===== src/rtl/gpio_port_pkg.sv =====
package gpio_port_pkg;

  typedef enum logic [1:0] {
    ADDR_PINS  = 2'd0,
    ADDR_LATCH = 2'd1,
    ADDR_DIR   = 2'd2,
    ADDR_RSVD  = 2'd3
  } reg_addr_e;

  localparam int ANA_W = 4;

  // Bit i set: upper pin i is analog. Pin i is digital when cfg >= 12+i.
  function automatic logic [ANA_W-1:0] analog_mask(input logic [ANA_W-1:0] cfg);
    logic [ANA_W-1:0] m;
    for (int i = 0; i < ANA_W; i++) begin
      m[i] = ({1'b0, cfg} < 5'(12 + i));
    end
    return m;
  endfunction

endpackage


===== src/rtl/gpio_sync.sv =====
module gpio_sync #(
  parameter int W      = 8,
  parameter int STAGES = 2
) (
  input  logic         clk,
  input  logic         rst_n,
  input  logic [W-1:0] d,
  output logic [W-1:0] q
);
  logic [W-1:0] st [STAGES];

  always_ff @(posedge clk or negedge rst_n) begin
    if (!rst_n) begin
      for (int k = 0; k < STAGES; k++) st[k] <= '0;
    end else begin
      st[0] <= d;
      for (int k = 1; k < STAGES; k++) st[k] <= st[k-1];
    end
  end

  assign q = st[STAGES-1];
endmodule


===== src/rtl/gpio_regs.sv =====
module gpio_regs
  import gpio_port_pkg::*;
#(
  parameter int W = 8
) (
  input  logic         clk,
  input  logic         rst_n,
  input  logic         wr,
  input  reg_addr_e    addr,
  input  logic [W-1:0] wdata,
  output logic [W-1:0] lat_q,
  output logic [W-1:0] dir_q
);
  logic lat_we, dir_we;

  assign lat_we = wr && (addr == ADDR_PINS || addr == ADDR_LATCH);
  assign dir_we = wr && (addr == ADDR_DIR);

  always_ff @(posedge clk or negedge rst_n) begin
    if (!rst_n) begin
      lat_q <= '0;
      dir_q <= '1;
    end else begin
      if (lat_we) lat_q <= wdata;
      if (dir_we) dir_q <= wdata;
    end
  end


  dir_hold_chk: assert property (@(posedge clk) disable iff (!rst_n)
    !(wr && addr == ADDR_DIR) |=> $stable(dir_q));


  latch_hold_chk: assert property (@(posedge clk) disable iff (!rst_n)
    !(wr && (addr == ADDR_PINS || addr == ADDR_LATCH)) |=> $stable(lat_q));
endmodule


===== src/rtl/gpio_pinmux.sv =====
module gpio_pinmux #(
  parameter int W      = 8,
  parameter int EMI_LO = 0,
  parameter int EMI_N  = 4,
  parameter int PWM_LO = 4,
  parameter int ANA_LO = 4,
  parameter int ANA_N  = 4
) (
  input  logic [W-1:0]     lat,
  input  logic [W-1:0]     dir,
  input  logic             emi_en,
  input  logic [EMI_N-1:0] emi_addr,
  input  logic             pwm_alt,
  input  logic             pwm_b,
  input  logic             pwm_c,
  input  logic [ANA_N-1:0] ana_mask,
  output logic [W-1:0]     pad_out,
  output logic [W-1:0]     pad_oe
);
  for (genvar p = 0; p < W; p++) begin : g_pin
    logic ana_on, emi_on, emi_bit, pwm_on, pwm_bit;

    if (p >= EMI_LO && p < EMI_LO + EMI_N) begin : g_emi
      assign emi_on  = emi_en;
      assign emi_bit = emi_addr[p-EMI_LO];
    end else begin : g_no_emi
      assign emi_on  = 1'b0;
      assign emi_bit = 1'b0;
    end

    if (p == PWM_LO) begin : g_pwm_b
      assign pwm_on  = pwm_alt;
      assign pwm_bit = pwm_b;
    end else if (p == PWM_LO + 1) begin : g_pwm_c
      assign pwm_on  = pwm_alt;
      assign pwm_bit = pwm_c;
    end else begin : g_no_pwm
      assign pwm_on  = 1'b0;
      assign pwm_bit = 1'b0;
    end

    if (p >= ANA_LO && p < ANA_LO + ANA_N) begin : g_ana
      assign ana_on = ana_mask[p-ANA_LO];
    end else begin : g_no_ana
      assign ana_on = 1'b0;
    end

    always_comb begin
      if (ana_on) begin
        pad_oe[p]  = 1'b0;
        pad_out[p] = 1'b0;
      end else if (emi_on) begin
        pad_oe[p]  = 1'b1;
        pad_out[p] = emi_bit;
      end else if (pwm_on) begin
        pad_oe[p]  = 1'b1;
        pad_out[p] = pwm_bit;
      end else begin
        pad_oe[p]  = ~dir[p];
        pad_out[p] = lat[p];
      end
    end
  end
endmodule


===== src/rtl/gpio_port_ctrl.sv =====
module gpio_port_ctrl
  import gpio_port_pkg::*;
#(
  parameter int W           = 8,
  parameter int SYNC_STAGES = 2,
  parameter int EMI_LO      = 0,
  parameter int EMI_N       = 4,
  parameter int PWM_LO      = 4,
  parameter int ANA_LO      = 4
) (
  input  logic             clk,
  input  logic             rst_n,
  input  logic [1:0]       reg_addr,
  input  logic             reg_wr,
  input  logic [W-1:0]     reg_wdata,
  output logic [W-1:0]     reg_rdata,
  input  logic [W-1:0]     pin_in,
  output logic [W-1:0]     pad_out,
  output logic [W-1:0]     pad_oe,
  input  logic             emi_en,
  input  logic [EMI_N-1:0] emi_addr,
  input  logic             pwm_map_n,
  input  logic             pwm_b,
  input  logic             pwm_c,
  input  logic [ANA_W-1:0] ana_cfg
);
  reg_addr_e        addr_e;
  logic [W-1:0]     lat_q, dir_q, pins_sync, ana_vec, pin_view;
  logic [ANA_W-1:0] ana_mask;
  logic             pwm_alt;

  assign addr_e   = reg_addr_e'(reg_addr);
  assign ana_mask = analog_mask(ana_cfg);
  assign ana_vec  = W'(ana_mask) << ANA_LO;
  assign pwm_alt  = ~pwm_map_n;
  assign pin_view = pins_sync & ~ana_vec;

  gpio_regs #(.W(W)) u_regs (
    .clk(clk), .rst_n(rst_n), .wr(reg_wr), .addr(addr_e),
    .wdata(reg_wdata), .lat_q(lat_q), .dir_q(dir_q)
  );

  gpio_sync #(.W(W), .STAGES(SYNC_STAGES)) u_sync (
    .clk(clk), .rst_n(rst_n), .d(pin_in), .q(pins_sync)
  );

  gpio_pinmux #(
    .W(W), .EMI_LO(EMI_LO), .EMI_N(EMI_N), .PWM_LO(PWM_LO),
    .ANA_LO(ANA_LO), .ANA_N(ANA_W)
  ) u_mux (
    .lat(lat_q), .dir(dir_q), .emi_en(emi_en), .emi_addr(emi_addr),
    .pwm_alt(pwm_alt), .pwm_b(pwm_b), .pwm_c(pwm_c), .ana_mask(ana_mask),
    .pad_out(pad_out), .pad_oe(pad_oe)
  );

  always_comb begin
    case (addr_e)
      ADDR_PINS:  reg_rdata = pin_view;
      ADDR_LATCH: reg_rdata = lat_q;
      ADDR_DIR:   reg_rdata = dir_q;
      default:    reg_rdata = '0;
    endcase
  end


  ana_drv_off_chk: assert property (@(posedge clk) disable iff (!rst_n)
    (pad_oe & ana_vec) == '0);


  emi_drive_chk: assert property (@(posedge clk) disable iff (!rst_n)
    emi_en |-> (pad_oe[EMI_LO +: EMI_N] == '1) && (pad_out[EMI_LO +: EMI_N] == emi_addr));


  pwm_drive_chk: assert property (@(posedge clk) disable iff (!rst_n)
    (!pwm_map_n && !ana_vec[PWM_LO]) |-> pad_oe[PWM_LO] && (pad_out[PWM_LO] == pwm_b));
endmodule


===== config.mk =====
export PLATFORM = sky130hd
export DESIGN_NAME = gpio_port_ctrl
export DESIGN_NICKNAME = d
export VERILOG_FILES = /design/src/rtl/gpio_port_pkg.sv /design/src/rtl/gpio_sync.sv /design/src/rtl/gpio_regs.sv /design/src/rtl/gpio_pinmux.sv /design/src/rtl/gpio_port_ctrl.sv
export SDC_FILE = /design/constraint.sdc
export NUM_CORES = 1
export LEC_CHECK = 0
export BUFFER_PORTS_ARGS = -buffer_cell sky130_fd_sc_hd__buf_2
export CORE_UTILIZATION = 47
export CTS_CLUSTER_DIAMETER = 80
export DETAILED_ROUTE_END_ITERATION = 6
export PLACE_DENSITY = 0.78
export SYNTH_ARGS = -nofsm -noshare
export SYNTH_HDL_FRONTEND = slang
export SYNTH_SLANG_ARGS = --single-unit

===== constraint.sdc =====
create_clock -name clk -period 1 [get_ports clk]
set_input_delay 0.1 -clock clk [delete_from_list [all_inputs] [get_ports clk]]
set_output_delay 0.1 -clock clk [all_outputs]
set_load 0.01 [all_outputs]

==> results of run 1 <==
-- area by class of cell --
type | count | area (um2)
flip-flops and latches | 32 | 810.8
well taps | 31 | 38.79
multi-input cells | 68 | 605.6
clock buffers | 7 | 65.06
repair buffers | 83 | 574.3
fillers | 177 | 710.7
-- registers in the layout, indices dropped and copies added (netlist names) --
signal        flops
u_regs.dir_q      8
u_sync.st         8
u_sync.q          8
u_regs.lat_q      8
-- metal layers --
layer	GRT usage (%)	vias up
met3	8.295	11
met2	36.39	49
met4	7.666	0
met1	27.18	573
li1	-	537
met5	0	-
-- logic make-up (layout without fill, tap and decap cells) --
kind of cell / Yosys count / count (layout) / share of synthesized area [%]
buffers and inverters: 5 / 90 / 2.486
muxes: 26 / 26 / 22.38
DFF: 32 / 32 / 57.55
and+or+nand+nor: 28 / 28 / 11.90
AOI/OAI and AO/OA: 14 / 14 / 5.683
-- how the worst min path moves through the flow --
stage | from | to | depth (start not counted)
6_report | reg_wdata[5] | u_regs.dir_q[5] | 2
5_1_grt | reg_wdata[1] | u_regs.dir_q[1] | 2
4_1_cts | reg_wdata[5] | u_regs.dir_q[5] | 2
3_5_place_dp | rst_n | u_regs.lat_q[4] | 1
3_3_place_gp | rst_n | u_regs.lat_q[4] | 1
2_1_floorplan | rst_n | u_regs.lat_q[0] | 0
-- worst register-to-register path: stages (launching register included) --
cell and delay [ps]:
sky130_fd_sc_hd__dfstp_2 400, sky130_fd_sc_hd__buf_6 120, sky130_fd_sc_hd__buf_4 120, sky130_fd_sc_hd__mux2_4 260
-- synth_stat cells, drive strengths merged --
| master | count | share of area [%] |
|---|---|---|
| and2 | 1 | 0.44 |
| o21ai | 7 | 2.5 |
| a21oi | 3 | 1.1 |
| dfrtp | 24 | 43 |
| nand2b | 4 | 1.8 |
| nand3b | 1 | 0.53 |
| and4b | 1 | 0.71 |
| a22oi | 3 | 1.6 |
| clkbuf | 1 | 0.27 |
| dfstp | 8 | 15 |
| o211ai | 1 | 0.53 |
| nand3 | 1 | 0.35 |
| nor2 | 4 | 1.1 |
| mux2 | 20 | 18 |
| nand2 | 10 | 3.8 |
| buf | 4 | 2.2 |
| and3 | 2 | 0.89 |
| nor2b | 4 | 2.3 |
| mux2i | 6 | 4.3 |
-- layout by cell type, fill, tap and decap left out, types with 2 or more instances in the layout --
cell                            instances
sky130_fd_sc_hd__o21ai_1                6
sky130_fd_sc_hd__mux2i_1                6
sky130_fd_sc_hd__a21oi_2                2
sky130_fd_sc_hd__nand2_1                9
sky130_fd_sc_hd__dfrtp_1               24
sky130_fd_sc_hd__clkbuf_8               2
sky130_fd_sc_hd__nor2_1                 3
sky130_fd_sc_hd__dfstp_2                8
sky130_fd_sc_hd__and3_1                 2
sky130_fd_sc_hd__mux2_2                11
sky130_fd_sc_hd__nor2b_4                2
sky130_fd_sc_hd__dlygate4sd3_1         12
sky130_fd_sc_hd__buf_4                 11
sky130_fd_sc_hd__clkbuf_4               5
sky130_fd_sc_hd__mux2_4                 9
sky130_fd_sc_hd__a22oi_2                2
sky130_fd_sc_hd__buf_2                 50
sky130_fd_sc_hd__nor2b_1                2
sky130_fd_sc_hd__buf_6                  9
sky130_fd_sc_hd__nand2b_1               3
-- through the flow --
step / TNS (ps) / setup WS [ps] / hold slack [ps] / utilization (%)
after floorplan: 0 / 30.56 / -195.6 / -
after global routing: -6644 / -355.7 / 3.015 / 74.67
after CTS: -5613 / -309.2 / 0.5716 / 71.77
after detailed placement: -589.7 / -53.02 / 22.18 / 63.20
after global placement: -305.4 / -30.58 / 18.68 / 63.20
final: -5630 / -321.7 / 2.331 / 74.67
-- repair_timing --
action / CTS / global route
hold buffers: 11 / 1
resized for setup: 14 / 11
setup endpoints to repair: 24 / 24
endpoints found under the hold margin: 39 / 1
buffers inserted: 4 / 2
pin swaps: 3 / 3
-- power by group through the flow --
stage	Clock [mW]	Combinational, mW	Sequential [mW]
after floorplan	0	0.350	1.57
after global placement	0	0.577	1.60
final	0.823	0.809	1.59
after global routing	0.888	0.868	1.60
after CTS	0.831	0.719	1.58
after detailed placement	0	0.593	1.60
==> flow_summary.ini, run 1 <==
[run_status]
run_status = finished with violations
failing_checks = DRC, setup timing

[sta]
final_setup_viols = 24
grt_setup_unrepaired = true
final_period_minus_worst_setup_slack_ps = 1322
finalWorstSetupSlack_ps = -321.7
slew_viol_final = 0
slew_headroom_pct = 77.00
hold_viol = 0
layout_worst_path_cycle_share_pct = 132.2
timing.clock.skew_ps = 2.653
achievable-frequency_mhz = 756.6
worst_slew_pin_slew_ps = 344.3

[place]
final_wtd_congestion = 0.8208
dp_hpwl_um = 2206
port_buffers = 56
placedInstanceArea_mm2 = 0.001773
numPlacedInstances = 196

[logic_synthesis]
syn-mean-instance-area_um2 = 13.42
ys_seq_area_share_pct = 57.55
synth_cell_types = 24
yosysWarningCount = 0
synth-seq-cells = 32
synth.cell_area_mm2 = 0.001409
syn-instance-count = 105
nets_in_the_synthesized_netlist = 138

[route]
drt-vias-per-instance = 5.294
routedLengthMet1_um = 1435
wl_per_cell_um = 16.14
highest-signal-layer = met4
drt_first_iter_violations = 44
met3WireLength_um = 195
drt.antenna.violating_nets = 0
detail_route.drc_violations = 4
drtPass1Iterations = 6
drt_wl_total_um = 3568
met2RoutedLength_um = 1854
via_count = 1170

[critical_path]
crit_fanout = 2
slowest_delay_ps = 570
cp_data_required_time_ps = 900
path_buf_inv = 1
stages_on_the_worst_setup_path = 3
setup.worst_path.start_class = flop
r2r.worst_path.cells = 3
cell_breakdown_of_the_critical_path = a22oi_2, o21ai_1, buf_2
cp_slowest_cell = sky130_fd_sc_hd__dfstp_2
regToRegEndpoint = u_regs.dir_q[0]
end_kind = output pin
startpoint = u_regs.dir_q[7]
worst-endpoint-arrival_ps = 1220
critPathKind = reg2out
timing.rr.start = u_regs.dir_q[0]
timing.critical_path.to = reg_rdata[7]
timing.reg2reg.setup_slack_ps = 40
cp_top_family = flip-flops

[floorplanning]
floorplan.die_area_mm2 = 0.003221
core_region_area_mm2 = 0.002805
initial_core_util_pct = 50.22
io-pin-count = 57
die_w_um = 56.75
y_dimension_of_the_die_um = 56.75
rows = 19

[power_and_ir_drop]
share_comb_of_total_power_pct = 25.1
power_report.internal_total_mw = 2.361
power_density_mw_per_mm2 = 1536
power_mw = 3.218
clkPwrFrac_pct = 25.6
share_seq_of_total_power_pct = 49.3
power.static_leakage_nw = 1.040
p_sw_mw = 0.8565
vdd_drop_max_uv = 1163
sw_frac_of_total_pct = 26.62

[final_layout]
nNetsFinal = 223
drive_above_1_share_pct = 61.05
cell_area_after_layout_mm2 = 0.002095
area_growth_syn_to_layout_pct = 48.67
antenna_cells = 0
finalNonFillerCells = 221

[clocking]
clk_buf_depth = 2
clock_sinks = 32
cts_buffers = 5
cell_at_the_root_of_the_clock_tree = sky130_fd_sc_hd__clkbuf_4
maximum_level_of_the_cts_h_tree = 2
cts.clk_slew.worst_paths_ps = 100
insertion_delay_ps = 320
cts_tree = built

[global_route]
grt.total_usage_pct = 22.28
grt_pass1_vias = 1150
first_pass_grt_wire_length_um = 5278
antenna_found_initial = 0
grt_start_max_net_pins = 21
global_route.overflow_total = 0

[run]
drv_cap = 0

[hold_path]
hold_path.class = in2reg
No activity file was read; power rests on OpenSTA's default activity.
==> run 2: changes to the inputs <==
--- a/config.mk
+++ b/config.mk
@@ -5,6 +5,7 @@
 export SDC_FILE = /design/constraint.sdc
 export NUM_CORES = 1
 export LEC_CHECK = 0
+export ABC_AREA = 1
 export BUFFER_PORTS_ARGS = -buffer_cell sky130_fd_sc_hd__buf_2
 export CORE_UTILIZATION = 47
 export CTS_CLUSTER_DIAMETER = 80
==> run 2 against run 1 <==
The run still ends with DRC, setup timing left. Sequential power decreased by 3%. Highest routed layer unchanged. Non-clock buffer count did not move. Cell count rose by 36%. Total power shrank 4.8%. Area after synthesis grew 1.7%. Wire length increased by 3.0%. Setup slack lost 29 ps. Count of clock-buffer cells in the layout is the same. Utilization increased by 1.0 points. Combinational power down 15%. Critical endpoint is now reg_rdata[6]. Sequential share of layout area down 0.84 points.
==> flow_summary.ini, run 2 <==
[route]
drt.antenna.violating_nets = 0
detail_route.drc_violations = 5
drtPass1Iterations = 6
wl_per_cell_um = 12.25
drt-vias-per-instance = 5.020
drt_first_iter_violations = 81
drt_wl_total_um = 3676
via_count = 1506

[final_layout]
layout.cells.most_common = sky130_fd_sc_hd__nand2_1
drive_above_1_share_pct = 37.92
antenna_cells = 0
multi_input_area_um2 = 588.1
area_growth_syn_to_layout_pct = 49.43
cell_area_after_layout_mm2 = 0.002141
nNetsFinal = 302
regArea_um2 = 810.8
commonest_non_fill_non_tap_cells_in_the_layout = 82 x sky130_fd_sc_hd__nand2_1, 52 x sky130_fd_sc_hd__buf_2, 24 x sky130_fd_sc_hd__dfrtp_1
num-fill-cells = 202

[clocking]
maximum_level_of_the_cts_h_tree = 2
cts_tree = built
clk_buf_depth = 2
clock_sinks = 32
insertion_delay_ps = 340
cts.clk_slew.worst_paths_ps = 110
cell_at_the_root_of_the_clock_tree = sky130_fd_sc_hd__clkbuf_4
cts_buffers = 5

[sta]
slew_headroom_pct = 80.27
layout_worst_path_cycle_share_pct = 135.0
timing.clock.skew_ps = 18.88
hold_viol = 0
final_setup_viols = 25
tns_ps = -5024
fin_hold_ws_ps = 93.92
worst_slew_pin_slew_ps = 295.3
grt_setup_unrepaired = true
achievable-frequency_mhz = 740.5
final_period_minus_worst_setup_slack_ps = 1350
slew_viol_final = 0
finalWorstSetupSlack_ps = -350.4

[critical_path]
cp_top_family = flip-flops
cp_data_required_time_ps = 900
setup.worst_path.start_class = flop
path_buf_inv = 2
worst-endpoint-arrival_ps = 1250
cp_slowest_cell = sky130_fd_sc_hd__dfstp_2
timing.critical_path.mode_cell = sky130_fd_sc_hd__nand2_1
end_kind = output pin
crit_fanout = 2
slowest_delay_ps = 560
critPathKind = reg2out
cell_breakdown_of_the_critical_path = nand3_2, nand2_1, inv_1, nand2_1, buf_2

[logic_synthesis]
synth-main-ff-cell = sky130_fd_sc_hd__dfrtp_1
synth_largest_type_area_fraction_pct = 41.92
synth-edff-count = 0
syn-mean-instance-area_um2 = 7.915
post-synth-top-count-cell = sky130_fd_sc_hd__nand2_1
synth.cell_area_mm2 = 0.001433
synth-seq-cells = 32
top_cell_types_by_occurrence_after_synthesis = 86 x sky130_fd_sc_hd__nand2_1, 24 x sky130_fd_sc_hd__dfrtp_1, 18 x sky130_fd_sc_hd__nand3_1
nets_in_the_synthesized_netlist = 214
post_synth_top_area_cell = sky130_fd_sc_hd__dfrtp_1
synthArstFlopShare_pct = 100.0
syn-instance-count = 181
synth_area_leaders = sky130_fd_sc_hd__dfrtp_1 42%, sky130_fd_sc_hd__nand2_1 23%, sky130_fd_sc_hd__dfstp_2 15%, sky130_fd_sc_hd__nand3_1 6.3%, sky130_fd_sc_hd__inv_1 4.2%
yosysWarningCount = 0
ys_seq_area_share_pct = 56.59
synth_cell_types = 14

[floorplanning]
y_dimension_of_the_die_um = 57.21
core_region_area_mm2 = 0.002829
floorplan.die_area_mm2 = 0.003273
initial_core_util_pct = 50.64
rows = 19
die_w_um = 57.21
io-pin-count = 57

[global_route]
grt_pass1_vias = 1324
global_route.overflow_total = 0
grt.total_usage_pct = 22.96
antenna_found_initial = 0
first_pass_grt_wire_length_um = 5575
grt_start_max_net_pins = 33

[power_and_ir_drop]
power_density_mw_per_mm2 = 1430
power_mw = 3.062
power.static_leakage_nw = 1.188
vdd_drop_max_uv = 1162

[hold_path]
hold_path.class = in2reg

[place]
placement.setup.worst_slack_ps = 40.83
placedInstanceArea_mm2 = 0.001770
final_wtd_congestion = 0.8592
dp_hpwl_um = 2185
port_buffers = 56

[run]
drv_cap = 0

[run_status]
failing_checks = DRC, setup timing
run_status = finished with violations
-- run 2: changes by cell type after synthesis, moves of 7 or more --
cell,previous run,this run
sky130_fd_sc_hd__nand2_1,9,86
sky130_fd_sc_hd__mux2_2,12,0
sky130_fd_sc_hd__o21ai_0,7,0
sky130_fd_sc_hd__nor2_1,4,15
sky130_fd_sc_hd__nand3_1,1,18
sky130_fd_sc_hd__mux2_4,8,0
sky130_fd_sc_hd__inv_1,0,16
-- run 2: final timing paths --
kind                                       from               to  slack (ps)  cells after the start
max in group asynchronous                 rst_n  u_regs.dir_q[3]         530                      3
worst max-delay path            u_regs.dir_q[6]     reg_rdata[6]        -350                      5
worst max register to register  u_regs.dir_q[7]  u_regs.dir_q[7]         -10                      5
worst min-delay path                     reg_wr  u_regs.lat_q[4]          90                      3
worst min register to register    u_sync.st[10]      u_sync.q[2]         340                      0
min in group asynchronous                 rst_n      u_sync.q[2]         220                      3
-- run 2: cell type report --
cell class / instances / share of cell area, %
clock buffer: 7 / 3.039
inverter: 18 / 3.156
multi-input combinational: 129 / 27.47
sequential: 32 / 37.87
tap: 31 / 1.812
timing repair buffer: 83 / 26.65
-- run 2: what timing repair did --
item                                    4_1_cts  5_1_grt
hold buffers                                 17        0
endpoints found under the setup margin       24       24
resized for setup                             4       18
pin swaps                                     6        8
hold endpoints to repair                     48        0
setup buffers                                 5        3
-- run 2: cell families (layout without fill, tap and decap cells) --
| logic type | after synthesis | in the layout | synth area share (%) |
|---|---|---|---|
| simple gates | 125 | 125 | 36.16 |
| buf+inv | 20 | 108 | 5.852 |
| compound gates | 4 | 4 | 1.397 |
| flops | 32 | 32 | 56.59 |
-- run 2: per-layer routing --
metal,routed length [um],track usage [%],share of wire [%]
met5,0,0,0
met2,1781,39.16,48
met1,1493,27.45,41
met3,296,6.576,8.1
met4,105,9.408,2.9
-- run 2: metrics by stage --
stage | util [%] | instances
2_1_floorplan | - | 181
3_3_place_gp | 62.58 | 269
3_5_place_dp | 62.58 | 269
4_1_cts | 72.58 | 298
5_1_grt | 75.67 | 300
6_report | 75.67 | 300
-- run 2: worst reg2reg max path, cell delays in order, from the launching register on --
cell and delay, ps:
sky130_fd_sc_hd__dfstp_2 560, sky130_fd_sc_hd__buf_4 110, sky130_fd_sc_hd__buf_6 80, sky130_fd_sc_hd__buf_4 100, sky130_fd_sc_hd__nand2_1 40, sky130_fd_sc_hd__nand2_1 60
-- run 2: power by group --
group / internal [mW] / switching, mW / leakage, nW
clock: 0.398 / 0.427 / 0.0374
combinational: 0.336 / 0.350 / 0.784
sequential: 1.46 / 0.0921 / 0.366
total: 2.19 / 0.869 / 1.19
